--- src/rtl/i2cRxPkg.sv ---
package i2cRxPkg;
  localparam int BYTE_W = 8;
  localparam int CNT_W  = $clog2(BYTE_W + 1);

  localparam logic [7:0] CODE_OWN     = 8'h60;
  localparam logic [7:0] CODE_OWN_ARB = 8'h68;
  localparam logic [7:0] CODE_GC      = 8'h70;
  localparam logic [7:0] CODE_GC_ARB  = 8'h78;
  localparam logic [7:0] CODE_OWN_ACK = 8'h80;
  localparam logic [7:0] CODE_OWN_NAK = 8'h88;
  localparam logic [7:0] CODE_GC_ACK  = 8'h90;
  localparam logic [7:0] CODE_GC_NAK  = 8'h98;
  localparam logic [7:0] CODE_END     = 8'hA0;
  localparam logic [7:0] CODE_NONE    = 8'hF8;

  typedef enum logic [2:0] {
    ST_IDLE, ST_ADDR, ST_ACKA, ST_DATA, ST_ACKD, ST_WAIT
  } rxStateT;

  typedef struct packed {
    logic       cntClr;
    logic       shift;
    logic       latchData;
    logic       setFlag;
    logic [7:0] code;
  } rxStrobeT;
endpackage

--- src/rtl/i2cRxDatapath.sv ---
module i2cRxDatapath
  import i2cRxPkg::*;
#(
  parameter int SYNC_STAGES = 2
) (
  input  logic              clk,
  input  logic              rstN,
  input  logic              sclIn,
  input  logic              sdaIn,
  input  rxStrobeT          stb,
  input  logic              flagClear,
  output logic              sclRise,
  output logic              sclFall,
  output logic              startDet,
  output logic              stopDet,
  output logic [BYTE_W-1:0] shiftReg,
  output logic [CNT_W-1:0]  bitCnt,
  output logic              irqFlag,
  output logic [7:0]        status,
  output logic [BYTE_W-1:0] rxData
);
  logic [SYNC_STAGES-1:0] sclPipe, sdaPipe;
  logic sclS, sdaS, sclP, sdaP;
  logic [7:0] statusReg;

  generate
    for (genvar g = 0; g < SYNC_STAGES; g++) begin : gSync
      if (g == 0) begin : gFirst
        always_ff @(posedge clk or negedge rstN)
          if (!rstN) begin
            sclPipe[0] <= 1'b1;
            sdaPipe[0] <= 1'b1;
          end else begin
            sclPipe[0] <= sclIn;
            sdaPipe[0] <= sdaIn;
          end
      end else begin : gRest
        always_ff @(posedge clk or negedge rstN)
          if (!rstN) begin
            sclPipe[g] <= 1'b1;
            sdaPipe[g] <= 1'b1;
          end else begin
            sclPipe[g] <= sclPipe[g-1];
            sdaPipe[g] <= sdaPipe[g-1];
          end
      end
    end
  endgenerate

  assign sclS = sclPipe[SYNC_STAGES-1];
  assign sdaS = sdaPipe[SYNC_STAGES-1];

  always_ff @(posedge clk or negedge rstN)
    if (!rstN) begin
      sclP <= 1'b1;
      sdaP <= 1'b1;
    end else begin
      sclP <= sclS;
      sdaP <= sdaS;
    end

  assign sclRise  = sclS & ~sclP;
  assign sclFall  = ~sclS & sclP;
  assign startDet = sclS & sclP & sdaP & ~sdaS;
  assign stopDet  = sclS & sclP & ~sdaP & sdaS;

  always_ff @(posedge clk or negedge rstN)
    if (!rstN) begin
      shiftReg  <= '0;
      bitCnt    <= '0;
      rxData    <= '0;
      statusReg <= CODE_NONE;
      irqFlag   <= 1'b0;
    end else begin
      if (stb.cntClr) bitCnt <= '0;
      else if (stb.shift) bitCnt <= bitCnt + CNT_W'(1);
      if (stb.shift) shiftReg <= {shiftReg[BYTE_W-2:0], sdaS};
      if (stb.latchData) rxData <= shiftReg;
      if (stb.setFlag) begin
        irqFlag   <= 1'b1;
        statusReg <= stb.code;
      end else if (flagClear) begin
        irqFlag <= 1'b0;
      end
    end

  assign status = irqFlag ? statusReg : CODE_NONE;
endmodule

--- src/rtl/i2cRxCtrl.sv ---
module i2cRxCtrl
  import i2cRxPkg::*;
(
  input  logic              clk,
  input  logic              rstN,
  input  logic              ctlEnable,
  input  logic              ctlAck,
  input  logic              lostArb,
  input  logic [6:0]        ownAddr,
  input  logic              gcEn,
  input  logic              sclRise,
  input  logic              sclFall,
  input  logic              startDet,
  input  logic              stopDet,
  input  logic [BYTE_W-1:0] shiftReg,
  input  logic [CNT_W-1:0]  bitCnt,
  output rxStrobeT          stb,
  output logic              sdaOe
);
  rxStateT state, stateN;
  logic sdaN, gcSel, gcN;
  logic [7:0] pendCode, pendN;
  logic byteFull, addressed, ownHit, gcHit, accept;

  assign byteFull  = (bitCnt == CNT_W'(BYTE_W));
  assign addressed = (state == ST_DATA) || (state == ST_ACKD);
  assign ownHit    = (shiftReg[7:1] == ownAddr) && (ownAddr != 7'd0);
  assign gcHit     = (shiftReg[7:1] == 7'd0) && gcEn;
  assign accept    = ctlAck && !shiftReg[0] && (ownHit || gcHit);

  always_comb begin
    stateN   = state;
    sdaN     = sdaOe;
    gcN      = gcSel;
    pendN    = pendCode;
    stb      = '0;
    stb.code = pendCode;
    if (!ctlEnable) begin
      stateN = ST_IDLE;
      sdaN   = 1'b0;
    end else if (startDet) begin
      if (addressed) begin
        stb.setFlag = 1'b1;
        stb.code    = CODE_END;
      end
      stb.cntClr = 1'b1;
      stateN     = ST_ADDR;
      sdaN       = 1'b0;
    end else if (stopDet) begin
      if (addressed) begin
        stb.setFlag = 1'b1;
        stb.code    = CODE_END;
      end
      stateN = ST_IDLE;
      sdaN   = 1'b0;
    end else begin
      case (state)
        ST_ADDR: begin
          stb.shift = sclRise && !byteFull;
          if (sclFall && byteFull) begin
            if (accept) begin
              stateN = ST_ACKA;
              sdaN   = 1'b1;
              gcN    = gcHit && !ownHit;
              if (gcHit && !ownHit) pendN = lostArb ? CODE_GC_ARB : CODE_GC;
              else                  pendN = lostArb ? CODE_OWN_ARB : CODE_OWN;
            end else begin
              stateN = ST_WAIT;
            end
          end
        end
        ST_ACKA: if (sclFall) begin
          sdaN        = 1'b0;
          stb.setFlag = 1'b1;
          stb.cntClr  = 1'b1;
          stateN      = ST_DATA;
        end
        ST_DATA: begin
          stb.shift = sclRise && !byteFull;
          if (sclFall && byteFull) begin
            stb.latchData = 1'b1;
            stateN        = ST_ACKD;
            sdaN          = ctlAck;
            if (gcSel) pendN = ctlAck ? CODE_GC_ACK : CODE_GC_NAK;
            else       pendN = ctlAck ? CODE_OWN_ACK : CODE_OWN_NAK;
          end
        end
        ST_ACKD: if (sclFall) begin
          sdaN        = 1'b0;
          stb.setFlag = 1'b1;
          stb.cntClr  = 1'b1;
          stateN      = sdaOe ? ST_DATA : ST_WAIT;
        end
        default: ;
      endcase
    end
  end

  always_ff @(posedge clk or negedge rstN)
    if (!rstN) begin
      state    <= ST_IDLE;
      sdaOe    <= 1'b0;
      gcSel    <= 1'b0;
      pendCode <= CODE_NONE;
    end else begin
      state    <= stateN;
      sdaOe    <= sdaN;
      gcSel    <= gcN;
      pendCode <= pendN;
    end
endmodule

--- src/rtl/i2cSlaveRx.sv ---
module i2cSlaveRx
  import i2cRxPkg::*;
#(
  parameter int SYNC_STAGES = 2
) (
  input  logic       clk,
  input  logic       rstN,
  input  logic       ctlEnable,
  input  logic       ctlAck,
  input  logic [7:0] cfgAddr,
  input  logic       lostArb,
  input  logic       flagClear,
  input  logic       sclIn,
  input  logic       sdaIn,
  output logic       sclOe,
  output logic       sdaOe,
  output logic       irqFlag,
  output logic [7:0] status,
  output logic [7:0] rxData
);
  rxStrobeT stb;
  logic sclRise, sclFall, startDet, stopDet;
  logic [BYTE_W-1:0] shiftReg;
  logic [CNT_W-1:0] bitCnt;

  i2cRxDatapath #(.SYNC_STAGES(SYNC_STAGES)) dp_i (
    .clk(clk), .rstN(rstN), .sclIn(sclIn), .sdaIn(sdaIn), .stb(stb),
    .flagClear(flagClear), .sclRise(sclRise), .sclFall(sclFall),
    .startDet(startDet), .stopDet(stopDet), .shiftReg(shiftReg),
    .bitCnt(bitCnt), .irqFlag(irqFlag), .status(status), .rxData(rxData)
  );

  i2cRxCtrl ctrl_i (
    .clk(clk), .rstN(rstN), .ctlEnable(ctlEnable), .ctlAck(ctlAck),
    .lostArb(lostArb), .ownAddr(cfgAddr[7:1]), .gcEn(cfgAddr[0]),
    .sclRise(sclRise), .sclFall(sclFall), .startDet(startDet),
    .stopDet(stopDet), .shiftReg(shiftReg), .bitCnt(bitCnt),
    .stb(stb), .sdaOe(sdaOe)
  );

  assign sclOe = irqFlag;
endmodule

--- config.mk ---
export PLATFORM = sky130hd
export DESIGN_NAME = i2cSlaveRx
export DESIGN_NICKNAME = d
export VERILOG_FILES = /design/src/rtl/i2cRxPkg.sv /design/src/rtl/i2cRxDatapath.sv /design/src/rtl/i2cRxCtrl.sv /design/src/rtl/i2cSlaveRx.sv
export SDC_FILE = /design/constraint.sdc
export NUM_CORES = 1
export LEC_CHECK = 0
export ABC_AREA = 1
export BUFFER_PORTS_ARGS = -buffer_cell sky130_fd_sc_hd__buf_2
export CORE_UTILIZATION = 50
export DETAILED_ROUTE_END_ITERATION = 10
export HOLD_SLACK_MARGIN = 0.05
export MAX_ROUTING_LAYER = met4
export PLACE_DENSITY = 0.72
export SLEW_MARGIN = 20
export SYNTH_ARGS = -nofsm -noshare
export SYNTH_HDL_FRONTEND = slang
export SYNTH_HIERARCHICAL = 1
export SYNTH_SLANG_ARGS = --single-unit
export TNS_END_PERCENT = 100
--- constraint.sdc ---
create_clock -name clk -period 2.5 [get_ports clk]
set_input_delay 0 -clock clk [delete_from_list [all_inputs] [get_ports clk]]
set_output_delay 0 -clock clk [all_outputs]
set_load 0.02 [all_outputs]
After elaboration in Yosys (flattened, before gate mapping):

Index checks and enable logic that the tools add are counted.

* word-level logic and storage cells: 115
* bits in writable memories: 0
* bits in read-only memories: 0
* latch bits: 0
* bits in registers: 48
* output and inout port bits: 19
* memories: 0
* input bits: 16

* $mul: 0
* shift operators: 0
* magnitude comparators: 0
* eq/ne operators: 17
* reductions and logical operators: 23
* add/subtract/negate cells: 1
* bitwise gates (word level): 13
* muxes and demuxes: 46
* divide/modulo/power cells: 0

Operator list (count)
* two-way mux 8 bit: 7
* two-way mux 3 bit: 10
* != test 5 x 2 -> 1 bit (second input constant): 5
* two-way mux 4 bit: 6
* two-way mux 9 bit: 2
* two-way mux 1 bit: 16
* case mux 8 bit (2 select lines): 1
* two-way mux 12 bit: 1
* case mux 3 bit (4 select lines): 1
* AND reduction 5 bit: 2
* AND 1 bit: 7
* equality test 7 bit: 1
* logical AND 1 bit: 7
* zero test 7 bit: 1
* != test 7 x 1 -> 1 bit (second input constant): 1
* AND reduction 7 bit: 1
* nonzero test 7 bit: 1
* equality test 3 x 2 -> 1 bit (second input constant): 2
* != test 6 x 2 -> 1 bit (second input constant): 1
* inverter 1 bit: 6
* AND reduction 6 bit: 1
* nonzero test 2 bit: 3
* != test 5 x 3 -> 1 bit (second input constant): 1
* adder 4 x 1 -> 4 bit (second input constant): 1
* 10 further kinds: 15

Longest topological paths before layout:

Gate-level depths: netlist of the first run.

* depth in word-level cells: 10
* gate-level depth with buffers: 13
* depth with buffers taken out: 13

By module:

The synthesis of the first run kept the hierarchy.

Modules (own cells, without submodules)
* i2cRxDatapath: times used 1, seq. area each 889.6 sq um, cells an instance 139, area an instance 1368.8 sq um
* i2cRxCtrl: times used 1, seq. area each 230.2 sq um, cells an instance 137, area an instance 880.8 sq um
* i2cSlaveRx: times used 1, seq. area each 0.0 sq um, cells an instance 1, area an instance 7.5 sq um

Worst setup path before layout of the first run:

No wires, ideal clock.

* kind: register to register
* start point: register dp_i.sdaPipe[1] (netlist: dp_i/sdaS)
* end point: register dp_i.rxData[6]
* arrival: 1.778 ns
* slack: 0.597 ns
* setup time: 0.125 ns
* clock period less this slack: 1.903 ns
* data required time: 2.375 ns
* cell stages (with the launch flop): 10
* path buffers: 1
* cells stage by stage: dfstp_2 > inv_1 > nor3_1 > nor2_4 > nand2_2 > nor2_1 > nand2_1 > inv_1 > buf_6 > mux2_4

RTL lines
* start: declaration: RTL line i2cRxDatapath.sv:22 `logic [SYNC_STAGES-1:0] sclPipe, sdaPipe;`
* start signal: indexed assignment: RTL line i2cRxDatapath.sv:44 `sdaPipe[g] <= sdaPipe[g-1];`
* end signal: assignment: RTL line i2cRxDatapath.sv:78 `if (stb.latchData) rxData <= shiftReg;`
* end: declaration: RTL line i2cRxDatapath.sv:20 `output logic [BYTE_W-1:0] rxData`

==> qor.txt, run 1 <==
Initial antenna violation count - 0
Cell Area, Placed - 0.00245 mm2
Peak VDD IR - 0.000422 V
Worst-Skew Late Latency - 0.30 ns
Antenna Nets Post-Route - 0
Share of layout cells above drive strength 1 - 24.8%
Area grow syn2layout - 15.0%
Fin crit period - 2.26 ns
Combinational Power Share - 32.7%
Area leader, netlist - dfrtp_1
Setup tns final - 0 ns
Seq/Total Area, Yosys - 49.6%
Final wirelength - 4320 um
Seq cells post-synth - 44
Max cap viols - 0
Synth top area share - 32.2%
Mapped cell area - 0.00226 mm2
Yosys warnings - 6
Chip width - 69.2 um
CTS Buf Count - 5
Setup violators final - 0
Most common cell after layout, fill and taps aside - nand2_1
FP Rows - 24
Ports - 35
Cells after Synth - 277
Clock root buffer - clkbuf_8
Clock network power share - 19.0%
Pins over their slew limit - 0
Core area - 0.00435 mm2
CP Class - reg2reg
Rel. slew slack - 37.3%
CP startpoint kind - flop
First-pass GRT wire length - 7640 um
Remaining Overflow, GRT - 0
Clk sinks - 44
Post-route DRC - 0
Vias/cell - 4.81
Worst R2R Setup Slack - 0.24 ns
Vias in the first global route - 1,718
Starting Density - 51.8%
Total number of vias - 1,785
Commonest cells after routing, fill and taps aside - 77 x nand2_1, 40 x inv_1, 34 x buf_2
Fmax - 443 MHz
DR pass1 iterations - 4
Post-route cell area - 0.00259 mm2
Synth cell types - 35
Synthesized area per cell - 8.15 um2
Antenna diodes - 0
Sw Share - 38.9%
Ranking of synthesized cells by area - dfrtp_1 32%, dfstp_2 17%, nand2_1 13%
CTS tree - done
Outcome - complete, no violations
H-tree levels - 2
Final core occ - 59.6%
Crit end category - flop
Setup WS pre-CTS - 0.245 ns
Port buffer count - 34
Final hold vios - 0
CP Data Arrival Time - 2.45 ns
Largest net degree at the start of global routing - 45
Pwr/cell area - 874 mW/mm2
Final nets - 335
CTS Buffer Depth - 2
Routability cong. - 0.828
Pleak - 1.35 nW
Unrepaired setup endpoints after global routing - false
Clk_skew - 0.00846 ns
Part of the power in registers - 48.4%
Die Footprint - 0.00479 mm2
Global-route usage over all layers - 20.5%
Critical path peak fanout - 14
Sw Pwr - 0.000883 W
Postcts setup bufs - 0
DR iter-0 viols - 133
Clock slew at reported path FFs - 0.08 ns
Hold crit path type - in2reg
Worst-margin pin slew - 0.940 ns
Die height - 69.2 um
Final Cycle Share - 90.3%
Crit path required time - 2.69 ns
Hold slack - 0.0574 ns
Int Pwr - 0.00139 W
Post-DP HPWL - 3190 um
Final WS setup - 0.243 ns
WL/cell - 11.6 um
through the flow:
stage                     total power [W]  std cells
after floorplan                   0.00163        279
after global placement            0.00180        358
after detailed placement          0.00184        358
after CTS                         0.00228        371
after global routing              0.00246        371
final                             0.00227        371
final cells by class:
class,count,area (um2)
clock buffer,6,72.6
clock inverter,2,12.5
fill,382,1760
inverter,43,161
multi-input combinational,184,936
sequential,44,1120
tap,52,65.1
timing repair buffer,40,228
critical path, cell delays in order (launching register included):
cell	delay, ns
dfstp_2	0.54
inv_1	0.04
nor2_1	0.28
nand4_1	0.25
nor2_1	0.14
nand2_1	0.11
inv_1	0.40
mux2_2	0.39
final timing paths:
check / cells past startpoint / to / startpoint
worst min register to register: 0 / dp_i/sdaS / dp_i/sdaPipe[0]
worst max-delay path: 7 / dp_i/rxData[2] / dp_i/sclP
worst max register to register: 7 / dp_i/rxData[2] / dp_i/sclP
max in group asynchronous: 2 / ctrl_i/state[1] / rstN
worst min-delay path: 5 / ctrl_i/pendCode[3] / lostArb
min in group asynchronous: 2 / dp_i/rxData[1] / rstN
flip-flops by register name, summed over array words and instances, names as in the netlist:
signal / cells
dp_i/rxData: 8
dp_i/shiftReg: 8
dp_i/statusReg: 8
ctrl_i/pendCode: 4
dp_i/bitCnt: 4
ctrl_i/state: 3
ctrl_i/gcSel: 1
ctrl_i/sdaOe: 1
dp_i/irqFlag: 1
dp_i/sclP: 1
dp_i/sclPipe: 1
dp_i/sclS: 1
dp_i/sdaP: 1
dp_i/sdaPipe: 1
dp_i/sdaS: 1
layer usage:
metal | routed length (um) | part of all wire (%) | global-route usage [%]
met1 | 2150 | 50 | 27.4
met2 | 2030 | 47 | 30.2
met3 | 123 | 2.8 | 6.10
met4 | 23 | 0.53 | 6.58
met5 | 0 | 0 | -
logic make-up (layout without fill, tap and decap cells):
kind of cell | after synthesis | count (layout) | share of synthesized area (%)
AOI/OAI and AO/OA | 31 | 31 | 7.37
xor gates and xnor gates | 3 | 3 | 1.16
adders and majority gates | 1 | 1 | 0.554
buffers and inverters | 51 | 91 | 9.76
DFF | 44 | 44 | 49.6
muxes | 4 | 4 | 2.33
other | 1 | 3 | 0.166
and+or+nand+nor | 142 | 142 | 29.0
synth_stat cells, drive strengths merged:
cell / n
nand2: 80
inv: 43
nor2: 34
dfrtp: 29
o21ai: 22
nand3: 16
dfstp: 15
buf: 8
a21oi: 6
mux2: 4
nand4: 4
nor3: 4
or2: 2
xnor2: 2
a211oi: 1
a31oi: 1
conb: 1
ha: 1
nand3b: 1
nor3b: 1
o21bai: 1
xor2: 1
timing repair:
action                                 4_1_cts  5_1_grt
hold buffers                                 5        0
resized for setup                            0        2
setup endpoints to repair                    0        3
endpoints found under the hold margin       33        0
power groups by stage:
| stage | clock network, W | logic, W | registers, W |
|---|---|---|---|
| detailed placement | 0 | 0.000729 | 0.00111 |
| global placement | 0 | 0.000703 | 0.00110 |
| global route | 0.000480 | 0.000852 | 0.00112 |
| floorplan | 0 | 0.000562 | 0.00107 |
| CTS | 0.000444 | 0.000740 | 0.00110 |
| finish | 0.000431 | 0.000741 | 0.00110 |
No activity file was read; power rests on OpenSTA's default activity.
==> run 2: changes to the inputs <==
ABC_AREA = 0   (was 1)
CORE_UTILIZATION = 30   (was 50)
PLACE_DENSITY = not set   (was 0.72)
==> run 2 against run 1 <==
Effect of this change:
- clock power is 2% lower
- clock skew is 0.0027 ns lower
- fmax is 2.5% lower
- synthesized cell count is 31% lower
- area after synthesis is 1.1% lower
- sequential power is 27% lower
- hold slack better by 0.0087 ns
- utilization is 23 points lower
- global-route usage is 7.9 points lower
- register-to-register slack worse by 0.06 ns
- largest cell class unchanged
==> qor.txt, run 2 <==
Outcome - complete, no violations (unchanged)
Seq/Total Area, Yosys - 50.1% (was 49.6%)
Max cap viols - 0 (unchanged)
Setup violators final - 0 (unchanged)
Final nets - 255 (was 335)
Max incr delay on CP - 0.53 ns (was 0.54 ns)
Core area - 0.00721 mm2 (was 0.00435 mm2)
Ranking of synthesized cells by area - dfrtp_1 32%, dfstp_2 18%, mux2_2 12% (was dfrtp_1 32%, dfstp_2 17%, nand2_1 13%)
Count of flip-flops with a built-in enable after synthesis - 0 (unchanged)
Die Footprint - 0.00779 mm2 (was 0.00479 mm2)
Worst-margin pin slew - 0.976 ns (was 0.940 ns)
DR iter-0 viols - 138 (was 133)
Sw Pwr - 0.000371 W (was 0.000883 W)
Int Pwr - 0.00104 W (was 0.00139 W)
Final Cycle Share - 92.6% (was 90.3%)
Hold_sp - lostArb (unchanged)
Post-route DRC - 0 (unchanged)
Reg2Reg Depth - 8 (was 7)
CP max stage cell - dfstp_2 (unchanged)
Routability cong. - 0.851 (was 0.828)
CTS Buffer Depth - 2 (unchanged)
Antenna diodes - 0 (unchanged)
Crit end category - flop (unchanged)
Final wirelength - 4240 um (was 4320 um)
Part of the power in registers - 57.0% (was 48.4%)
Top flop regs - dp_i/rxData: 8 flops, dp_i/shiftReg: 8 flops, dp_i/statusReg: 8 flops (unchanged)
CTS Buf Count - 5 (unchanged)
CP startpoint - dp_i/sdaP (was dp_i/sclP)
Worst-Skew Late Latency - 0.29 ns (was 0.30 ns)
Async SR Flop Fraction - 100% (unchanged)
Area grow syn2layout - 19.0% (was 15.0%)
Antenna Nets Post-Route - 0 (unchanged)
CP Data Arrival Time - 2.49 ns (was 2.45 ns)
Clock network power share - 29.8% (was 19.0%)
Crit path required time - 2.67 ns (was 2.69 ns)
Vias/cell - 4.59 (was 4.81)
Setup tns final - 0 ns (unchanged)
Fillers - 745 (was 382)
Unrepaired setup endpoints after global routing - false (unchanged)
CTS tree - done (unchanged)
Post-DP HPWL - 3090 um (was 3190 um)
Rel. slew slack - 34.9% (was 37.3%)
Hold path cells - 4 (was 5)
Ports - 35 (unchanged)
Crit-path most repeated cell - buf_4
Pins over their slew limit - 0 (unchanged)
Synth cell types - 54 (was 35)
Clk sinks - 44 (unchanged)
Vias in the first global route - 1,537 (was 1,718)
Most common cell after layout, fill and taps aside - buf_2 (was nand2_1)
Clock slew at reported path FFs - 0.07 ns (was 0.08 ns)
Mapped cell area - 0.00223 mm2 (was 0.00226 mm2)
First-pass GRT wire length - 7350 um (was 7640 um)
H-tree levels - 2 (unchanged)
RR Endpoint - dp_i/rxData[1] (was dp_i/rxData[2])
Starting Density - 31.0% (was 51.8%)
DP Cell Count - 325 (was 358)
Worst R2R Setup Slack - 0.18 ns (was 0.24 ns)
Final hold vios - 0 (unchanged)
Combinational Power Share - 13.2% (was 32.7%)
Pwr/cell area - 532 mW/mm2 (was 874 mW/mm2)
Largest net degree at the start of global routing - 45 (unchanged)
Clk_skew - 0.00572 ns (was 0.00846 ns)
Sw Share - 26.2% (was 38.9%)
CP Class - reg2reg (unchanged)
WL/cell - 12.5 um (was 11.6 um)
Final std cells w/o fill - 338 (was 371)
Synthesized area per cell - 11.6 um2 (was 8.15 um2)
Seq cells post-synth - 44 (unchanged)
Fmax - 432 MHz (was 443 MHz)
Hold crit path type - in2reg (unchanged)
Port buffer count - 34 (unchanged)
Chip width - 88.3 um (was 69.2 um)
Remaining Overflow, GRT - 0 (unchanged)
Die height - 88.3 um (was 69.2 um)
Post-synth top flop - dfrtp_1 (unchanged)
Synth cell count leaders - 29 x dfrtp_1, 24 x mux2_2, 15 x dfstp_2 (was 77 x nand2_1, 40 x inv_1, 32 x nor2_1)
Critical path peak fanout - 6 (was 14)
Postcts setup bufs - 0 (unchanged)
Area leader, netlist - dfrtp_1 (unchanged)
Synth top area share - 32.5% (was 32.2%)
Hold endpoint - ctrl_i/pendCode[3] (unchanged)
Initial antenna violation count - 0 (unchanged)
DR pass1 iterations - 6 (was 4)
Cells after Synth - 192 (was 277)
Commonest cells after routing, fill and taps aside - 34 x buf_2, 29 x dfrtp_1, 24 x mux2_2 (was 77 x nand2_1, 40 x inv_1, 34 x buf_2)
Peak VDD IR - 0.000272 V (was 0.000422 V)
FP Rows - 31 (was 24)
CP startpoint kind - flop (unchanged)
Clock root buffer - clkbuf_8 (unchanged)
Global-route usage over all layers - 12.6% (was 20.5%)
R2R Path Start - dp_i/sdaP (was dp_i/sclP)
Pleak - 1.24 nW (was 1.35 nW)
CP Cell Sequence - nor3b_1, buf_4, nor3b_2, nand2_1, or3_4, clkinv_2, buf_4, mux2_2 (was inv_1, nor2_1, nand4_1, nor2_1, nand2_1, inv_1, mux2_2)
Share of layout cells above drive strength 1 - 43.1% (was 24.8%)
Fin crit period - 2.32 ns (was 2.26 ns)
Top-count cell post-synth - dfrtp_1 (was nand2_1)
Total number of vias - 1,551 (was 1,785)
Yosys warnings - 6 (unchanged)
[run 2: cell count changes after synthesis, moves of 9 or more]
cell | before | now
nand2_1 | 77 | 13
o21ai_0 | 21 | 6
inv_1 | 40 | 4
nor2_1 | 32 | 7
nand3_1 | 14 | 3
nand2b_1 | 0 | 9
mux2_2 | 2 | 24
[run 2: cell families (layout without fill, tap and decap cells)]
group / Yosys count / in the layout / share of synthesized area [%]
AO/OA/AOI/OAI: 27 / 27 / 8.96
XOR/XNOR: 8 / 8 / 3.14
adder cells (fa/ha/maj): 1 / 1 / 0.560
buffers and inverters: 12 / 57 / 3.19
flip-flops: 44 / 44 / 50.1
multiplexers: 27 / 27 / 13.9
other: 1 / 3 / 0.168
AND/OR/NAND/NOR: 72 / 72 / 19.9
[run 2: repair_timing]
item                                   in CTS  in global routing
hold buffers                                5                  0
setup endpoints to repair                   0                  9
resized for setup                           0                  1
endpoints found under the hold margin      33                  0
[run 2: final cells by class]
class	count	area (um2)	share of cell area (%)
Multi-Input combinational cell	138	1050	39.7
Inverter	5	20.0	0.753
Timing Repair Buffer	44	258	9.70
Tap cell	99	124	4.66
Clock buffer	7	76.3	2.87
Sequential cell	44	1120	42.1
Clock inverter	1	5.00	0.188
[run 2: worst max path at each step]
stage / end
2_1_floorplan: dp_i/statusReg[0]
3_3_place_gp: dp_i/rxData[4]
3_5_place_dp: dp_i/statusReg[2]
4_1_cts: dp_i/statusReg[2]
5_1_grt: dp_i/shiftReg[0]
6_report: dp_i/rxData[1]
[run 2: worst max-delay path, delay by kind of cell (launching register included)]
| kind | cells | cell delay, ns |
|---|---|---|
| buffers and inverters | 3 | 0.43 |
| DFF | 1 | 0.53 |
| muxes | 1 | 0.33 |
| and+or+nand+nor | 4 | 0.92 |
[run 2: metrics by stage]
stage	power [W]	utilization [%]	hold WS (ns)	setup slack [ns]	cell area [um2]
5_1_grt	0.00151	36.8	0.140	0.0420	2660
3_5_place_dp	0.000999	34.9	0.107	0.174	2520
6_report	0.00141	36.8	0.0661	0.184	2660
4_1_cts	0.00144	36.8	0.0707	0.157	2650
3_3_place_gp	0.000993	34.9	0.109	0.212	2520
2_1_floorplan	0.000932	-	-0.296	0.274	2240
[run 2: power by group through the flow]
stage / Sequential, W / Combinational (W) / Clock, W
after floorplan: 0.000805 / 0.000127 / 0
after global placement: 0.000816 / 0.000177 / 0
after detailed placement: 0.000820 / 0.000180 / 0
after CTS: 0.000807 / 0.000190 / 0.000444
after global routing: 0.000816 / 0.000218 / 0.000475
final: 0.000807 / 0.000187 / 0.000421
[run 2: per-layer routing]
metal	wire [um]	part of all wire [%]	up-vias	GRT usage (%)
met3	182	4.3	6	2.99
met4	44	1.0	0	4.40
met5	0	0	-	-
met1	2100	49	740	16.8
met2	1910	45	42	18.6
li1	-	-	763	-
